<file path="src/rtl/exu_pkg.sv">
package exu_pkg;
  localparam int OPC_W = 4;
  localparam int FN_W  = 4;

  localparam logic [OPC_W-1:0] OPC_ALU_RR = 4'b0000;
  localparam logic [OPC_W-1:0] OPC_ALU_RI = 4'b1000;
  localparam logic [OPC_W-1:0] OPC_CMP_RR = 4'b0010;
  localparam logic [OPC_W-1:0] OPC_CMP_RI = 4'b1010;
  localparam logic [OPC_W-1:0] OPC_LOAD   = 4'b1001;
  localparam logic [OPC_W-1:0] OPC_STORE  = 4'b0101;

  localparam logic [FN_W-1:0] FN_ADD  = 4'b0000;
  localparam logic [FN_W-1:0] FN_SUB  = 4'b0001;
  localparam logic [FN_W-1:0] FN_AND  = 4'b0100;
  localparam logic [FN_W-1:0] FN_OR   = 4'b0101;
  localparam logic [FN_W-1:0] FN_XOR  = 4'b0110;
  localparam logic [FN_W-1:0] FN_NAND = 4'b1100;
  localparam logic [FN_W-1:0] FN_NOR  = 4'b1101;
  localparam logic [FN_W-1:0] FN_XNOR = 4'b1110;
  localparam logic [FN_W-1:0] FN_UPPER = 4'b1011;

  typedef enum logic [1:0] {
    CLS_NONE = 2'd0,
    CLS_ALU  = 2'd1,
    CLS_CMP  = 2'd2,
    CLS_MEM  = 2'd3
  } op_class_e;

  function automatic logic alu_fn_known(input logic [FN_W-1:0] f);
    return (f == FN_ADD) || (f == FN_SUB) || (f == FN_AND) || (f == FN_OR) ||
           (f == FN_XOR) || (f == FN_NAND) || (f == FN_NOR) || (f == FN_XNOR);
  endfunction
endpackage

</file>
<file path="src/rtl/exu_decode.sv">
module exu_decode
  import exu_pkg::*;
(
  input  logic [OPC_W-1:0] opcode,
  input  logic [FN_W-1:0]  func,
  output op_class_e        op_class,
  output logic             use_imm,
  output logic             is_upper,
  output logic             illegal
);
  logic known;

  always_comb begin
    op_class = CLS_NONE;
    use_imm  = 1'b0;
    is_upper = 1'b0;
    known    = 1'b1;
    unique case (opcode)
      OPC_ALU_RR: begin
        op_class = CLS_ALU;
        known    = alu_fn_known(func);
      end
      OPC_ALU_RI: begin
        op_class = CLS_ALU;
        use_imm  = 1'b1;
        if (func == FN_UPPER) is_upper = 1'b1;
        else                  known    = alu_fn_known(func);
      end
      OPC_CMP_RR: begin
        op_class = CLS_CMP;
        known    = ~func[2];
      end
      OPC_CMP_RI: begin
        op_class = CLS_CMP;
        use_imm  = 1'b1;
        known    = ~func[2];
      end
      OPC_LOAD, OPC_STORE: begin
        op_class = CLS_MEM;
        use_imm  = 1'b1;
        known    = (func == '0);
      end
      default: begin
        op_class = CLS_NONE;
      end
    endcase
    illegal = ~known;
  end

  // decode never flags an opcode it does not own
  always_comb begin
    if (op_class == CLS_NONE) begin
      a_none_legal_r11: assert (!illegal);
    end
  end
endmodule

</file>
<file path="src/rtl/exu_alu.sv">
module exu_alu
  import exu_pkg::*;
#(
  parameter int DATA_W = 32
) (
  input  logic [DATA_W-1:0] opa,
  input  logic [DATA_W-1:0] opb,
  input  logic [FN_W-1:0]   func,
  output logic [DATA_W-1:0] y
);
  always_comb begin
    unique case (func)
      FN_ADD:  y = opa + opb;
      FN_SUB:  y = opa - opb;
      FN_AND:  y = opa & opb;
      FN_OR:   y = opa | opb;
      FN_XOR:  y = opa ^ opb;
      FN_NAND: y = ~(opa & opb);
      FN_NOR:  y = ~(opa | opb);
      FN_XNOR: y = ~(opa ^ opb);
      default: y = '0;
    endcase
  end
endmodule

</file>
<file path="src/rtl/exu_cmp.sv">
module exu_cmp #(
  parameter int DATA_W = 32
) (
  input  logic [DATA_W-1:0] opa,
  input  logic [DATA_W-1:0] opb,
  input  logic [1:0]        cond,
  input  logic              invert,
  output logic              hit
);
  logic eq, lt, base;

  always_comb begin
    eq = (opa == opb);
    lt = ($signed(opa) < $signed(opb));
    unique case (cond)
      2'b00:   base = 1'b0;
      2'b01:   base = eq;
      2'b10:   base = lt;
      default: base = lt | eq;
    endcase
    hit = base ^ invert;
  end
endmodule

</file>
<file path="src/rtl/exu_stage.sv">
module exu_stage
  import exu_pkg::*;
#(
  parameter int DATA_W = 32,
  parameter int IMM_W  = 16
) (
  input  logic                clk,
  input  logic                rst_n,
  input  logic                in_valid,
  output logic                in_ready,
  input  logic [OPC_W-1:0]    in_opcode,
  input  logic [FN_W-1:0]     in_func,
  input  logic [DATA_W-1:0]   in_opa,
  input  logic [DATA_W-1:0]   in_opb,
  input  logic [IMM_W-1:0]    in_imm,
  output logic                out_valid,
  input  logic                out_ready,
  output logic [DATA_W-1:0]   out_result,
  output logic [DATA_W-1:0]   out_addr,
  output logic                out_illegal
);
  localparam int EXT_W = DATA_W - IMM_W;

  op_class_e          op_class;
  logic               use_imm, is_upper, illegal;
  logic [DATA_W-1:0]  imm_sx, opb_sel, alu_y, upper_y, addr_c, result_c;
  logic               cmp_hit;
  logic               accept;

  assign imm_sx  = {{EXT_W{in_imm[IMM_W-1]}}, in_imm};
  assign opb_sel = use_imm ? imm_sx : in_opb;
  assign upper_y = {in_imm, {EXT_W{1'b0}}};
  assign addr_c  = in_opa + imm_sx;

  exu_decode u_dec (
    .opcode   (in_opcode),
    .func     (in_func),
    .op_class (op_class),
    .use_imm  (use_imm),
    .is_upper (is_upper),
    .illegal  (illegal)
  );

  exu_alu #(.DATA_W(DATA_W)) u_alu (
    .opa  (in_opa),
    .opb  (opb_sel),
    .func (in_func),
    .y    (alu_y)
  );

  exu_cmp #(.DATA_W(DATA_W)) u_cmp (
    .opa    (in_opa),
    .opb    (opb_sel),
    .cond   (in_func[1:0]),
    .invert (in_func[3]),
    .hit    (cmp_hit)
  );

  always_comb begin
    unique case (op_class)
      CLS_ALU: result_c = is_upper ? upper_y : alu_y;
      CLS_CMP: result_c = {{(DATA_W-1){1'b0}}, cmp_hit};
      CLS_MEM: result_c = addr_c;
      default: result_c = '0;
    endcase
    if (illegal) result_c = '0;
  end

  assign in_ready = ~out_valid | out_ready;
  assign accept   = in_valid & in_ready;

  always_ff @(posedge clk) begin
    if (!rst_n) begin
      out_valid   <= 1'b0;
      out_result  <= '0;
      out_addr    <= '0;
      out_illegal <= 1'b0;
    end else begin
      if (accept) begin
        out_valid   <= 1'b1;
        out_result  <= result_c;
        out_addr    <= addr_c;
        out_illegal <= illegal;
      end else if (out_ready) begin
        out_valid   <= 1'b0;
      end
    end
  end

  p_accept_shows_r2: assert property (@(posedge clk) disable iff (!rst_n)
    (in_valid && in_ready) |=> out_valid);

  p_hold_stall_r3: assert property (@(posedge clk) disable iff (!rst_n)
    (out_valid && !out_ready) |=>
      (out_valid && $stable(out_result) && $stable(out_addr) && $stable(out_illegal)));

  p_cmp_single_bit_r7: assert property (@(posedge clk) disable iff (!rst_n)
    (in_valid && in_ready && (in_opcode == OPC_CMP_RR || in_opcode == OPC_CMP_RI))
      |=> (out_result[DATA_W-1:1] == '0));

  p_upper_low_clear_r6: assert property (@(posedge clk) disable iff (!rst_n)
    (in_valid && in_ready && in_opcode == OPC_ALU_RI && in_func == FN_UPPER)
      |=> (out_result[EXT_W-1:0] == '0 && !out_illegal));

  p_illegal_zero_r10: assert property (@(posedge clk) disable iff (!rst_n)
    (out_valid && out_illegal) |-> (out_result == '0));

  p_addr_sum_r9: assert property (@(posedge clk) disable iff (!rst_n)
    (in_valid && in_ready) |=>
      (out_addr == $past(in_opa) + {{EXT_W{$past(in_imm[IMM_W-1])}}, $past(in_imm)}));
endmodule

</file>
<file path="config.mk">
export PLATFORM = sky130hd
export DESIGN_NAME = exu_stage
export DESIGN_NICKNAME = d
export VERILOG_FILES = /design/src/rtl/exu_pkg.sv /design/src/rtl/exu_decode.sv /design/src/rtl/exu_alu.sv /design/src/rtl/exu_cmp.sv /design/src/rtl/exu_stage.sv
export SDC_FILE = /design/constraint.sdc
export NUM_CORES = 1
export LEC_CHECK = 0
export ABC_AREA = 1
export ABC_CLOCK_PERIOD_IN_PS = 4450
export BUFFER_PORTS_ARGS = -buffer_cell sky130_fd_sc_hd__buf_4
export CORE_MARGIN = 4
export CORE_UTILIZATION = 60
export DETAILED_ROUTE_END_ITERATION = 10
export PLACE_DENSITY = 0.82
export SLEW_MARGIN = 15
export SYNTH_ARGS = -nofsm -noshare
export SYNTH_HDL_FRONTEND = slang
export SYNTH_HIERARCHICAL = 1
export SYNTH_SLANG_ARGS = --single-unit
</file>
<file path="constraint.sdc">
create_clock -name clk -period 4.45 [get_ports clk]
set_input_delay 0.2225 -clock clk [delete_from_list [all_inputs] [get_ports clk]]
set_output_delay 0.2225 -clock clk [all_outputs]
set_load 0.02 [all_outputs]
</file>
Word-level counts from Yosys, hierarchy flattened
Cells that the tools add are included.
Widths: inputs -> output; s select.
{"block": "word_totals", "register_bits": 66, "out_inout_bits": 67}
{"block": "classes", "addsub": 3, "magnitude_cmp": 1, "eq_ne": 19, "mux": 14, "bitwise": 13, "n_reduce_logical": 15}
{"op": "$pmux 32 s8", "count": 1}
{"op": "$mux 32", "count": 3}
{"op": "$not 32->32", "count": 3}
{"op": "$pmux 32 s3", "count": 1}
{"op": "$add 32x32->32", "count": 2}
{"op": "$and 32x32->32", "count": 1}
{"op": "$eq 32x32->1", "count": 1}
{"op": "$lt 32x32->1", "count": 1}
{"op": "$or 32x32->32", "count": 1}
{"op": "$sub 32x32->32", "count": 1}
{"op": "$xor 32x32->32", "count": 1}
{"op": "$eq 4x4->1 const B", "count": 7}
{"op": "$eq 4x3->1 const B", "count": 4}
{"op": "$logic_not 4->1", "count": 2}
{"op": "$logic_or 1x1->1", "count": 7}
{"op": "$eq 2x2->1 const B", "count": 3}
{"op": "$mux 1", "count": 6}
{"op": "$pmux 2 s3", "count": 1}
{"op": "$reduce_or 2->1", "count": 3}
{"op": "$eq 2x1->1 const B", "count": 2}
{"op": "$eq 4x1->1 const B", "count": 1}
{"op": "$eq 4x2->1 const B", "count": 1}
{"op": "$pmux 1 s4", "count": 1}
{"op": "$reduce_or 4->1", "count": 1}
{"op": "7 further kinds", "count": 10}

Logic depth before layout (Yosys ltp)
{"block": "depth", "ltp_word": 11, "depth_mapped": 36, "mapped_depth_nobuf": 35}

Hierarchy
Netlist, hierarchy kept.
{"mod": "exu_stage", "instances": 1, "cells_each": 989, "area_each_um2": 5714.2, "seq_area_each_um2": 1321.3}
{"mod": "exu_alu", "instances": 1, "cells_each": 1047, "area_each_um2": 5639.2, "seq_area_each_um2": 0.0}
{"mod": "exu_cmp", "instances": 1, "cells_each": 152, "area_each_um2": 914.6, "seq_area_each_um2": 0.0}
{"mod": "exu_decode", "instances": 1, "cells_each": 38, "area_each_um2": 172.7, "seq_area_each_um2": 0.0}

Worst setup path before layout
Ideal clock, no wire load.
{"block": "synth_path", "kind": "in2reg", "startpoint": "in in_opcode[0]", "endpoint": "reg out_result[31]", "arrival_time_ps": 3855, "t_required_ps": 4320, "path_slack_ps": 465, "cell_stages": 32, "n_path_buf": 2, "cell_sequence": "inv_2 nor2_2 a21oi_1 a21oi_1 clkbuf_1 clkbuf_1 a21oi_1 inv_1 ha_1 nand3_1 nor2_2 nand3_2 o31ai_4 o21ai_0 nand2_1 nand2_1 ha_1 nand2_1 inv_1 a21oi_1 nand2_1 nand2_1 nand2_1 a21oi_1 nand2_1 nand3_1 nand2_1 o21a_1 o21ai_0 nand2_1 nand2_1 a21oi_1"}
{"element": "start: declaration", "line_no": "exu_stage.sv:11", "text": "input logic [OPC_W-1:0] in_opcode,"}
{"element": "$eq 4x4->1 / $eq 4x3->1 (equally long branches)", "line_no": "exu_decode.sv:18", "text": "unique case (opcode)"}
{"element": "$reduce_or 4->1 (no source line) *"}
{"element": "$mux 1 *", "line_no": "exu_decode.sv:18"}
{"element": "net use_imm", "line_no": "exu_stage.sv:25", "text": "logic use_imm, is_upper, illegal;"}
{"element": "$mux 32 *", "line_no": "exu_stage.sv:31", "text": "assign opb_sel = use_imm ? imm_sx : in_opb;"}
{"element": "net opb_sel[0]", "line_no": "exu_stage.sv:26", "text": "logic [DATA_W-1:0] imm_sx, opb_sel, alu_y, upper_y, addr_c, result_c;"}
{"element": "$sub 32x32->32 / $add 32x32->32 (equally long branches)", "line_no": "exu_alu.sv:14, exu_alu.sv:13"}
{"element": "$pmux 32 s8 *", "line_no": "exu_alu.sv:12", "text": "unique case (func)"}
{"element": "net alu_y[31]", "line_no": "exu_stage.sv:26"}
{"element": "$mux 32 *", "line_no": "exu_stage.sv:61", "text": "CLS_ALU: result_c = is_upper ? upper_y : alu_y;"}
{"element": "$pmux 32 s3 *", "line_no": "exu_stage.sv:60", "text": "unique case (op_class)"}
{"element": "$mux 32 *", "line_no": "exu_stage.sv:66", "text": "if (illegal) result_c = '0;"}
{"element": "end signal: assignment", "line_no": "exu_stage.sv:81", "text": "out_result <= result_c;"}
{"element": "end: declaration", "line_no": "exu_stage.sv:18", "text": "output logic [DATA_W-1:0] out_result,"}
Mark *: on every way through the listed nets, which the timed path passes. The rest lies on a longest branch.
A chain may end at the register's enable or synchronous reset.

Worst setup path in the final report
{"block": "layout_path", "startpoint": "in in_opcode[1]", "endpoint": "reg out_result[25]"}
The elaborated chain is that of the path after synthesis.

==> summary.txt <==
Status
  – Status: finished clean

Logic synthesis
  – Synth cell types: 53
  – Post-synth EDFFs: 0
  – #FFs+latches synth: 66
  – Ys flop type: dfxtp_1
  – Avg Cell Area, Syn: approximately 5.6 um2
  – Yosys warns: 6
  – Sequential share of the synthesized area: 0.106
  – Synth async-reset ratio: 0
  – Post-Syn Area: 12400 um2
  – Post-synthesis cell count: 2226
  – Syn nets: roughly 2500

GRT
  – Initial antenna violation count: 0
  – Global route overflow: 0
  – Total Routing Usage GR: 0.379
  – GRT Max-Usage Layer: met2
  – Met1 Usage GRT: 0.496
  – Vias in the first global route: about 14000
  – GRT met3 Usage: 0.0600
  – First-pass GRT wire length: 72.1 mm
  – Largest net degree at the start of global routing: 60
  – Met2 Use GR: 0.600

Clock tree
  – Post-CTS setup buffer count: 0
  – Clock tree root driver cell: clkbuf_16
  – Worst skew pair latency: between 0.3 and 0.4 ns
  – TritonCTS Buffers: 9
  – CTS tree: done
  – H-tree depth: 3
  – Hold_buf cts: 0
  – Clock slew at the register clock pins of the worst setup and hold paths: roughly 0.06 ns
  – Clk sink count: 66
  – Clock Tree Buf Depth: 2

Detailed routing
  – Vias/cell: 5.73
  – Drt pass-1 iters: 6
  – Drt initial violations: roughly 1600
  – DRT antenna net count: 0
  – DRC viols: 0
  – Final wirelength: between 40 and 50 mm
  – Routed len/inst: 17.4 um
  – Via count: 15280

Die
  – Die area: approximately 23000 um2
  – Die Y: 152 um
  – FP Rows: between 50 and 60
  – IO Count: roughly 160
  – Die width: approximately 150 um
  – Initial core utilization: 0.613
  – Core Box Area: 20300 um2

Setup path
  – RR Endpoint: out_result[7]
  – Critical path class: in2reg
  – Crit path to: out_result[25]
  – Register-to-Register Path Depth: 6
  – CP Launch Point: in_opcode[1]
  – CP Launch Type: primary input
  – CP Max Fanout: 32
  – Worst Path Required: 4.65 ns
  – Worst r2r src: out_valid
  – Most Frequent Cell on Critical Path: nand2_1
  – CP max stage delay: 0.40 ns
  – R2r setup slk: ~2.1 ns
  – Critical Path Sink Type: flip-flop
  – Crit path DAT: 4.41 ns
  – CP max stage cell: nand3_1

Layout
  – Finished Layout Cells: between 2000 and 3000
  – Share of cells above drive strength 1: 0.132
  – Filler cells: 1850
  – Diode count: 0
  – Final Net Count: 2646
  – Area growth syn-to-layout: 16.3%

Timing
  – Least-Margin Pin Slew: 0.952 ns
  – Post-layout min period: ~4.2 ns
  – Crit share post-route: 0.947
  – Max transition margin: 0.365
  – Slew Limit Fails: 0
  – Final setup fails: 0
  – FMAX: 0.237 GHz
  – Clk_skew: 0.00673 ns
  – Final Hold Fails: 0

Power and ir drop
  – LEAKAGE: 0.00842 uW
  – Peak VDD IR: around 0.00023 V
  – Design Power: 3300 uW
  – P per Cell Area: around 230 nW/um2

Worst hold path
  – Hold Crit Class: in2reg

Place
  – Final HPWL DP: 37.5 mm
  – PortBufs: 158
  – Placed cells: 2652
  – Routability cong.: about 1.1

Flow run
  – Max cap viols: 0
## flip-flops by register name, indices dropped and copies added, names as in the netlist
name / count
out_valid: 1
out_result: 32
out_illegal: 1
out_addr: 32
## cell type report
class	instances	area, um2	share of cell area
repair buffers	210	1590	0.110
clock buffers	9	225	0.0156
flip-flops and latches	66	1320	0.0913
clock inverters	7	103	0.00709
well taps	270	338	0.0234
inverters	423	1590	0.110
multi-input cells	1683	9300	0.643
## routing by layer
metal  vias to the layer above  share of wire
li1                       7377              -
met2                       881           0.43
met3                       164           0.10
met1                      6858           0.40
met4                         0          0.061
met5                         -              0
## worst max-delay path, delay by kind of cell
kind	cells	cell delay [ns]
fa+ha+maj	1	0.37
compound gates	5	0.85
simple gates	16	2.25
buf+inv	3	0.54
xor+xnor	1	0.18
## stage by stage
step                      cell area [um2]  setup WS, ns  setup TNS, ns  utilization  hold WS, ns
after global routing                14500       -0.0204        -0.0204        0.713        0.268
after floorplan                     12400         0.465              0            -        0.510
final                               14500         0.235              0        0.713        0.225
after detailed placement            14100        -0.169         -0.662        0.694        0.457
after CTS                           14400         0.155              0        0.710        0.226
after global placement              14100        -0.192         -0.586        0.694        0.454
## kinds of logic after synthesis
family / Yosys count / synth area share
compound gates: 335 / 0.164
xor+xnor: 43 / 0.0303
fa+ha+maj: 161 / 0.163
buf+inv: 477 / 0.151
flops: 66 / 0.106
simple gates: 1144 / 0.385
## timing repair
item,in CTS,in global routing
hold endpoints to repair,0,0
setup endpoints to repair,0,16
gates resized for setup,0,17
## power breakdown
part / switching, uW / internal [uW]
clock network: 298 / 496
registers: 21.5 / 628
logic: 1200 / 658
total: 1520 / 1780
## cell usage in the layout (no fill, tap or decap), types with 3 or more instances in the layout
| cell type | Yosys | layout |
|---|---|---|
| nor3_2 | 4 | 3 |
| o21a_1 | 6 | 6 |
| nand2_1 | 749 | 748 |
| inv_1 | 413 | 413 |
| nand2_2 | 23 | 24 |
| clkbuf_16 | 0 | 9 |
| a22o_1 | 3 | 3 |
| a211oi_1 | 9 | 9 |
| o2111ai_1 | 5 | 5 |
| a21o_1 | 5 | 5 |
| o21ai_0 | 97 | 94 |
| ha_1 | 159 | 159 |
| o211ai_1 | 43 | 43 |
| nand3_2 | 9 | 9 |
| and2_1 | 3 | 3 |
| nand3_1 | 117 | 116 |
| buf_4 | 2 | 209 |
| or2_2 | 6 | 6 |
| dfxtp_1 | 66 | 66 |
| nor3_1 | 14 | 14 |
| a221oi_1 | 5 | 5 |
| o22ai_1 | 5 | 5 |
| o21ai_1 | 10 | 13 |
| clkinv_4 | 0 | 3 |
| xnor2_1 | 12 | 12 |
| xor2_1 | 31 | 31 |
| nor2_1 | 171 | 165 |
| o2111a_1 | 13 | 13 |
| o31ai_1 | 3 | 3 |
| nor2_2 | 13 | 19 |
| o221a_2 | 3 | 3 |
| inv_2 | 9 | 9 |
| o21bai_1 | 4 | 4 |
| a21oi_2 | 4 | 8 |
| nand4_1 | 12 | 12 |
| nand3b_1 | 16 | 16 |
| a21oi_1 | 117 | 112 |
## synthesized netlist by cell type, drive strengths merged (3+ instances only)
cell type	number	area, um2
o2111ai	5	43.8
nand4	13	87.6
xor2	31	272
xnor2	12	105
o21ai	107	536
o221a	3	33.8
nand2	772	2960
ha	159	1990
a21oi	121	621
a221oi	5	43.8
a211oi	9	67.6
buf	22	116
nor3	19	126
o2111a	13	146
nand3	126	676
nor2	186	746
dfxtp	66	1320
o21a	6	45.0
o211ai	43	323
o22ai	5	31.3
clkbuf	29	141
or2	6	37.5
o31ai	4	43.8
a22o	3	26.3
o21bai	4	30.0
and2	3	18.8
nand3b	17	131
inv	422	1580
a21o	5	37.5
## how the worst min path moves through the flow
stage	start	to	slack, ns	cells after the start
2_1_floorplan	in_imm[15]	out_result[31]	0.51	4
3_3_place_gp	out_result[2]	out_result[2]	0.45	2
3_5_place_dp	out_result[4]	out_result[4]	0.46	2
4_1_cts	out_ready	out_valid	0.23	4
5_1_grt	out_ready	out_valid	0.27	4
6_report	out_ready	out_valid	0.22	4
Note: power is estimated with default switching activity, not from simulation.
